==> src/rtl/xp_pkg.sv <==
package xp_pkg;

   // Which queue drives the downstream offer in the current slot.
   typedef enum logic [1:0] {
      SEL_NONE   = 2'd0,
      SEL_HI_LOC = 2'd1,
      SEL_HI_TR  = 2'd2,
      SEL_LO     = 2'd3
   } sel_e;

   // Ring position reserved for the local low-class queue.
   localparam int RING_LOCAL_POS = 0;

endpackage

==> src/rtl/xp_fifo.sv <==
module xp_fifo #(
   parameter int TAG_W = 8,
   parameter int SRC_W = 2,
   parameter int DLY_W = 8,
   parameter int DEPTH = 4,
   parameter bit AGE   = 1'b1
) (
   input  logic             clk,
   input  logic             rst_n,
   input  logic             push,
   input  logic [TAG_W-1:0] in_tag,
   input  logic [SRC_W-1:0] in_src,
   input  logic [DLY_W-1:0] in_dly,
   input  logic             pop,
   output logic [TAG_W-1:0] out_tag,
   output logic [SRC_W-1:0] out_src,
   output logic [DLY_W-1:0] out_dly,
   output logic             empty,
   output logic             full
);
   localparam int PW = (DEPTH > 1) ? $clog2(DEPTH) : 1;
   localparam int CW = $clog2(DEPTH + 1);

   if (DEPTH < 2) begin : g_bad_depth
      $error("xp_fifo: DEPTH must be at least 2");
   end

   logic [TAG_W-1:0] tag_m [DEPTH];
   logic [SRC_W-1:0] src_m [DEPTH];
   logic [DLY_W-1:0] dly_m [DEPTH];
   logic [PW-1:0]    rp, wp;
   logic [CW-1:0]    cnt;
   logic             do_push, do_pop;

   function automatic logic [PW-1:0] step(input logic [PW-1:0] p);
      return (p == PW'(DEPTH - 1)) ? '0 : p + 1'b1;
   endfunction

   assign empty   = (cnt == '0);
   assign full    = (cnt == CW'(DEPTH));
   assign do_push = push && !full;
   assign do_pop  = pop && !empty;

   always_ff @(posedge clk) begin
      if (!rst_n) begin
         rp  <= '0;
         wp  <= '0;
         cnt <= '0;
      end else begin
         if (do_push) wp <= step(wp);
         if (do_pop)  rp <= step(rp);
         unique case ({do_push, do_pop})
            2'b10:   cnt <= cnt + 1'b1;
            2'b01:   cnt <= cnt - 1'b1;
            default: cnt <= cnt;
         endcase
      end
   end

   always_ff @(posedge clk) begin
      if (do_push) begin
         tag_m[wp] <= in_tag;
         src_m[wp] <= in_src;
      end
   end

   if (AGE) begin : g_aging
      // every stored count grows each slot and sticks at all-ones
      always_ff @(posedge clk) begin
         for (int i = 0; i < DEPTH; i++) begin
            if (do_push && wp == PW'(i))
               dly_m[i] <= in_dly;
            else if (dly_m[i] != '1)
               dly_m[i] <= dly_m[i] + 1'b1;
         end
      end
   end else begin : g_frozen
      always_ff @(posedge clk) begin
         if (do_push) dly_m[wp] <= in_dly;
      end
   end

   assign out_tag = tag_m[rp];
   assign out_src = src_m[rp];
   assign out_dly = dly_m[rp];
endmodule

==> src/rtl/xp_ring_pick.sv <==
module xp_ring_pick #(
   parameter int NQ = 4,
   parameter int IW = 2
) (
   input  logic [NQ-1:0] req,
   input  logic [IW-1:0] ptr,
   output logic          any,
   output logic [IW-1:0] gnt
);
   if (NQ < 2) begin : g_bad_nq
      $error("xp_ring_pick: NQ must be at least 2");
   end

   always_comb begin
      any = 1'b0;
      gnt = '0;
      // scan from the far end so the closest requester past ptr wins
      for (int off = NQ - 1; off >= 0; off--) begin
         int s;
         s = int'(ptr) + off;
         if (s >= NQ) s = s - NQ;
         if (req[s]) begin
            any = 1'b1;
            gnt = IW'(s);
         end
      end
   end
endmodule

==> src/rtl/xp_age_pick.sv <==
module xp_age_pick #(
   parameter int DLY_W = 8
) (
   input  logic             loc_ok,
   input  logic             tr_ok,
   input  logic [DLY_W-1:0] loc_dly,
   input  logic [DLY_W-1:0] tr_dly,
   output logic             take_loc,
   output logic             take_tr
);
   // ties go to the cell that has already travelled further
   assign take_tr  = tr_ok && (!loc_ok || (tr_dly >= loc_dly));
   assign take_loc = loc_ok && !take_tr;
endmodule

==> src/rtl/xp_cell_sel.sv <==
module xp_cell_sel #(
   parameter int N_UP  = 3,
   parameter int TAG_W = 8,
   parameter int DLY_W = 8,
   parameter int DEPTH = 4,
   parameter int SRC_W = $clog2(N_UP + 1)
) (
   input  logic             clk,
   input  logic             rst_n,
   input  logic             loc_valid,
   output logic             loc_ready,
   input  logic             loc_hi,
   input  logic [TAG_W-1:0] loc_tag,
   input  logic             up_valid,
   output logic             up_ready,
   input  logic             up_hi,
   input  logic [TAG_W-1:0] up_tag,
   input  logic [SRC_W-1:0] up_src,
   input  logic [DLY_W-1:0] up_dly,
   output logic             dn_valid,
   input  logic             dn_ready,
   output logic             dn_hi,
   output logic [TAG_W-1:0] dn_tag,
   output logic [SRC_W-1:0] dn_src,
   output logic [DLY_W-1:0] dn_dly
);
   import xp_pkg::*;

   localparam int NQ = N_UP + 1;
   localparam logic [SRC_W-1:0] LOCAL_ID = SRC_W'(N_UP);

   if (N_UP < 1)                    begin : g_bad_nup   $error("N_UP must be at least 1");   end
   if (SRC_W < $clog2(N_UP + 1))    begin : g_bad_srcw  $error("SRC_W too narrow for N_UP"); end
   if (DLY_W < 2)                   begin : g_bad_dlyw  $error("DLY_W must be at least 2");  end
   if (TAG_W < 1)                   begin : g_bad_tagw  $error("TAG_W must be at least 1");  end

   // high-class queues
   logic             hl_empty, hl_full, hl_pop;
   logic             ht_empty, ht_full, ht_pop;
   logic [TAG_W-1:0] hl_tag, ht_tag;
   logic [SRC_W-1:0] hl_src, ht_src;
   logic [DLY_W-1:0] hl_dly, ht_dly;

   xp_fifo #(.TAG_W(TAG_W), .SRC_W(SRC_W), .DLY_W(DLY_W), .DEPTH(DEPTH), .AGE(1'b1)) u_hi_loc (
      .clk(clk), .rst_n(rst_n), .push(loc_valid && loc_hi),
      .in_tag(loc_tag), .in_src(LOCAL_ID), .in_dly('0), .pop(hl_pop),
      .out_tag(hl_tag), .out_src(hl_src), .out_dly(hl_dly), .empty(hl_empty), .full(hl_full));

   xp_fifo #(.TAG_W(TAG_W), .SRC_W(SRC_W), .DLY_W(DLY_W), .DEPTH(DEPTH), .AGE(1'b1)) u_hi_tr (
      .clk(clk), .rst_n(rst_n), .push(up_valid && up_hi),
      .in_tag(up_tag), .in_src(up_src), .in_dly(up_dly), .pop(ht_pop),
      .out_tag(ht_tag), .out_src(ht_src), .out_dly(ht_dly), .empty(ht_empty), .full(ht_full));

   // low-class queues: ring position 0 is local, position k+1 is virtual queue k
   logic [TAG_W-1:0] lq_tag [NQ];
   logic [SRC_W-1:0] lq_src [NQ];
   logic [DLY_W-1:0] lq_dly [NQ];
   logic [NQ-1:0]    lq_empty, lq_full, lq_pop, lq_push;

   assign lq_push[RING_LOCAL_POS] = loc_valid && !loc_hi;

   xp_fifo #(.TAG_W(TAG_W), .SRC_W(SRC_W), .DLY_W(DLY_W), .DEPTH(DEPTH), .AGE(1'b0)) u_lo_loc (
      .clk(clk), .rst_n(rst_n), .push(lq_push[RING_LOCAL_POS]),
      .in_tag(loc_tag), .in_src(LOCAL_ID), .in_dly('0), .pop(lq_pop[RING_LOCAL_POS]),
      .out_tag(lq_tag[RING_LOCAL_POS]), .out_src(lq_src[RING_LOCAL_POS]),
      .out_dly(lq_dly[RING_LOCAL_POS]), .empty(lq_empty[RING_LOCAL_POS]),
      .full(lq_full[RING_LOCAL_POS]));

   for (genvar k = 0; k < N_UP; k++) begin : g_vq
      assign lq_push[k+1] = up_valid && !up_hi && (up_src == SRC_W'(k));
      xp_fifo #(.TAG_W(TAG_W), .SRC_W(SRC_W), .DLY_W(DLY_W), .DEPTH(DEPTH), .AGE(1'b0)) u_vq (
         .clk(clk), .rst_n(rst_n), .push(lq_push[k+1]),
         .in_tag(up_tag), .in_src(up_src), .in_dly(up_dly), .pop(lq_pop[k+1]),
         .out_tag(lq_tag[k+1]), .out_src(lq_src[k+1]), .out_dly(lq_dly[k+1]),
         .empty(lq_empty[k+1]), .full(lq_full[k+1]));
   end

   // edge readiness
   logic up_lo_room;
   always_comb begin
      up_lo_room = 1'b0;
      for (int k = 0; k < N_UP; k++)
         if (up_src == SRC_W'(k)) up_lo_room = !lq_full[k+1];
   end
   assign loc_ready = loc_hi ? !hl_full : !lq_full[RING_LOCAL_POS];
   assign up_ready  = up_hi  ? !ht_full : up_lo_room;

   // selection
   logic             take_hl, take_ht, lo_any;
   logic [SRC_W-1:0] ring_ptr, ring_gnt;
   sel_e             sel;
   logic             fire;

   xp_age_pick #(.DLY_W(DLY_W)) u_age (
      .loc_ok(!hl_empty), .tr_ok(!ht_empty), .loc_dly(hl_dly), .tr_dly(ht_dly),
      .take_loc(take_hl), .take_tr(take_ht));

   xp_ring_pick #(.NQ(NQ), .IW(SRC_W)) u_ring (
      .req(~lq_empty), .ptr(ring_ptr), .any(lo_any), .gnt(ring_gnt));

   always_comb begin
      if (take_ht)      sel = SEL_HI_TR;
      else if (take_hl) sel = SEL_HI_LOC;
      else if (lo_any)  sel = SEL_LO;
      else              sel = SEL_NONE;
   end

   always_comb begin
      dn_valid = (sel != SEL_NONE);
      dn_hi    = 1'b0;
      dn_tag   = '0;
      dn_src   = '0;
      dn_dly   = '0;
      unique case (sel)
         SEL_HI_TR:  begin dn_hi = 1'b1; dn_tag = ht_tag; dn_src = ht_src; dn_dly = ht_dly; end
         SEL_HI_LOC: begin dn_hi = 1'b1; dn_tag = hl_tag; dn_src = hl_src; dn_dly = hl_dly; end
         SEL_LO: begin
            for (int q = 0; q < NQ; q++) begin
               if (ring_gnt == SRC_W'(q)) begin
                  dn_tag = lq_tag[q];
                  dn_src = lq_src[q];
                  dn_dly = lq_dly[q];
               end
            end
         end
         default: ;
      endcase
   end

   assign fire   = dn_valid && dn_ready;
   assign hl_pop = fire && (sel == SEL_HI_LOC);
   assign ht_pop = fire && (sel == SEL_HI_TR);
   for (genvar q = 0; q < NQ; q++) begin : g_lo_pop
      assign lq_pop[q] = fire && (sel == SEL_LO) && (ring_gnt == SRC_W'(q));
   end

   always_ff @(posedge clk) begin
      if (!rst_n)
         ring_ptr <= SRC_W'(RING_LOCAL_POS);
      else if (fire && sel == SEL_LO)
         ring_ptr <= (ring_gnt == SRC_W'(NQ - 1)) ? '0 : ring_gnt + 1'b1;
   end
endmodule

==> config.mk <==
export PLATFORM = sky130hd
export DESIGN_NAME = xp_cell_sel
export DESIGN_NICKNAME = d
export VERILOG_FILES = /design/src/rtl/xp_pkg.sv /design/src/rtl/xp_fifo.sv /design/src/rtl/xp_ring_pick.sv /design/src/rtl/xp_age_pick.sv /design/src/rtl/xp_cell_sel.sv
export SDC_FILE = /design/constraint.sdc
export NUM_CORES = 1
export LEC_CHECK = 0
export BUFFER_PORTS_ARGS = -buffer_cell sky130_fd_sc_hd__buf_4
export CORE_ASPECT_RATIO = 1.1
export CORE_MARGIN = 3
export CORE_UTILIZATION = 55
export CTS_CLUSTER_SIZE = 12
export DETAILED_ROUTE_END_ITERATION = 12
export MAX_ROUTING_LAYER = met4
export PLACE_DENSITY_LB_ADDON = 0.08
export SLEW_MARGIN = 0
export SYNTH_ARGS = -nofsm -noshare
export SYNTH_HDL_FRONTEND = slang
export SYNTH_SLANG_ARGS = --single-unit
==> constraint.sdc <==
create_clock -name clk -period 12.05 [get_ports clk]
set_input_delay 1.205 -clock clk [delete_from_list [all_inputs] [get_ports clk]]
set_output_delay 1.205 -clock clk [all_outputs]
set_load 0.01 [all_outputs]
==> results.ini <==
[run_status]
status=finished clean

[setup_path]
worstPathRequired_ns=10.85
reg2regPathDepth=13
critPathLaunchType=flop
worst_path_most_repeated_cell=mux2_2
path_cells=mux2_2 -> o21ai_0 -> ha_1 -> nand2b_1 -> a2111oi_0 -> o31ai_1 -> nand2_2 -> mux2_2 -> buf_4
arrival_ns=4.71
critPathSlowestCell=dfxtp_1
path_max_fanout=19
r2r-end=u_hi_loc.cnt[2]$_SDFFE_PN0P_
worst-setup-path-type=reg -> out
rrSetupSlack_ns=7.09
slowest_delay_ns=1.02
endpoint_kind=primary output

[synthesis]
yosysWarnings=0
avgSynthCellArea_um2=16.3
synth_top_area_share_pct=59.0
synth_ff_type=edfxtp_1
synth_edf_count=384
synth_nets=1297
seq_area_frac_synth_pct=64.8
syn_area_um2=19500
ys_ff_latch=440
yosysTopAreaCell=edfxtp_1
ys_types=65
ys_async_sr_fraction_pct=0
synthTopCellsByArea=edfxtp_1, mux4_2, dfxtp_1
netlist_instances=1202

[sta]
setup_violations=0
slew_viol_final=0
hold_viol=0
worstMarginPinSlew_ns=1.22
fin_crit_ns=5.91
clock_skew_ns=0.0170
max_freq_mhz=169
relSlewSlack_pct=18.4
tns_ns=0
finalCritPeriodShare_pct=49.1
rsz0062_at_grt=no

[run]
cap_viol_max_count=0

[routing]
drt_pass1_iterations=5
finalWirelength_um=42500
drtIter0Drc=1012
postRouteAntennaNets=0
wire_per_inst_um=24.4
vias=10500
drc_errors=0
vias_per_cell=6.03

[cts]
numCtsBuffers=47
cts_resized=0
cts_hold_buf=0
clock-sinks=440
cts_tree=built
cts_setup_buffers=0
cts_max_level=2
cts-root-buf=clkbuf_16
clock_latency_ns=0.56
clk_pin_slew_worst_paths_ns=0.06
clk_path_buf_depth=3

[grt]
grt_pass1_vias=10600
grt_use_met3_pct=3.14
grt_antenna_before_repair=0
gr-usage-met2_pct=37.3
top_usage_layer=met2
grt_start_max_net_pins=49
met1_usage_pct=33.7
track_usage_pct=23.8
grt_pass1_wl_um=64800
overflow=0

[pwr]
clkPwrFrac_pct=30.9
p_int_w=0.00319
irDropWorstVdd_mv=0.183
pwr_density_cell_nw_per_um2=207
p_sw_share_pct=29.0
p_leak_nw=7.42
power.switching_w=0.00130
power_frac_comb_pct=24.1
power.total_w=0.00450
p_seq_share_pct=45.0

[die]
die_w_um=186
row_count=71
die-area_um2=37800
start_util_pct=56.4
io_pins=55
coreArea_um2=34600
dieHeight_um=204

[min_path]
hp-class=reg -> reg
min_path_cells=2
min_to=u_lo_loc.rp[0]$_SDFFE_PN0N_
hold_start=u_lo_loc.rp[0]$_SDFFE_PN0N_

[layout]
utilization_pct=62.8
nNetsFinal=1360
final_common_cell=edfxtp_1
diodes=0
area_delta_synth_final_pct=11.3
drive_gt1_share_pct=21.4
final_cell_mix=edfxtp_1, mux4_2, nor2_1

[place]
hpwl_um=28700
finalWeightedCongestion=0.882
port_buffers=54

## registers in the layout, indices dropped and copies added, names as in the netlist, 8 cells and up, named ones only
signal,count
u_hi_tr.dly_m,32
g_vq.u_vq.src_m,24
g_vq.u_vq.dly_m,96
u_hi_tr.src_m,8
g_vq.u_vq.tag_m,96
u_hi_loc.dly_m,32
g_vq.u_vq.cnt,9
u_hi_tr.tag_m,32
u_hi_loc.tag_m,32
u_lo_loc.tag_m,32
## worst max path at each step
stage | from | to | slack, ns | cells after the start
finish | flop | dn_dly[5] | 6.14 | 9
floorplan | flop | dn_dly[4] | 7.71 | 11
detailed placement | flop | dn_dly[5] | 6.76 | 9
global route | flop | dn_dly[6] | 5.97 | 9
CTS | flop | dn_dly[5] | 6.16 | 9
global placement | flop | dn_dly[6] | 6.84 | 9
## power by group through the flow
stage	combinational (W)	clock (W)	sequential (W)
after floorplan	0.000792	0	0.00196
after global placement	0.00107	0	0.00205
after detailed placement	0.00108	0	0.00205
after CTS	0.00109	0.00141	0.00202
after global routing	0.00119	0.00148	0.00204
final	0.00108	0.00139	0.00202
## synthesized netlist by cell type, drive strengths merged, types with 24 or more instances
| cell type | number |
|---|---|
| inv | 61 |
| mux2 | 40 |
| dfxtp | 56 |
| mux2i | 24 |
| nand2 | 52 |
| nand3 | 31 |
| xnor2 | 29 |
| mux4 | 95 |
| nor2 | 70 |
| xor2 | 30 |
| edfxtp | 384 |
| and2 | 36 |
| ha | 56 |
| clkbuf | 29 |
## routing by layer
metal  vias to the layer above  wire length, um
li1                       4755                -
met1                      5336            18600
met2                       325            20500
met3                        80             2320
met4                         0             1130
met5                         -                0
## per-stage QoR
step                      hold slack [ns]  area, um2  std cells  setup WS (ns)
after global routing                0.515      21700       1741           5.97
final                               0.498      21700       1741           6.14
after floorplan                     0.454      19500       1202           7.71
after detailed placement            0.491      20200       1654           6.76
after global placement              0.473      20200       1654           6.84
after CTS                           0.502      21700       1741           6.16
## worst max-delay path, delay by kind of cell, from the launching register on
kind / cells / cell delay, ns
DFF: 1 / 1.02
muxes: 2 / 0.83
adders and majority gates: 1 / 0.32
and+or+nand+nor: 2 / 0.68
buffers and inverters: 1 / 0.15
AOI/OAI and AO/OA: 3 / 1.15
## cells by family (layout without fill, tap and decap cells)
kind of cell / Yosys count / after routing / share of synthesized area (%)
AO/OA/AOI/OAI: 101 / 101 / 3.82
XOR/XNOR: 59 / 59 / 2.65
adder cells (fa/ha/maj): 62 / 62 / 4.20
buffers and inverters: 109 / 210 / 2.71
flip-flops: 440 / 440 / 64.8
multiplexers: 159 / 159 / 14.7
AND/OR/NAND/NOR: 272 / 272 / 7.19
## cell type report
class	count	area, um2
multi-input combinational	653	6350
sequential	440	12700
inverter	61	229
clock inverter	12	150
clock buffer	75	1350
tap	438	548
timing repair buffer	62	465
fill	2556	12900
(Power assumes the default switching activity.)
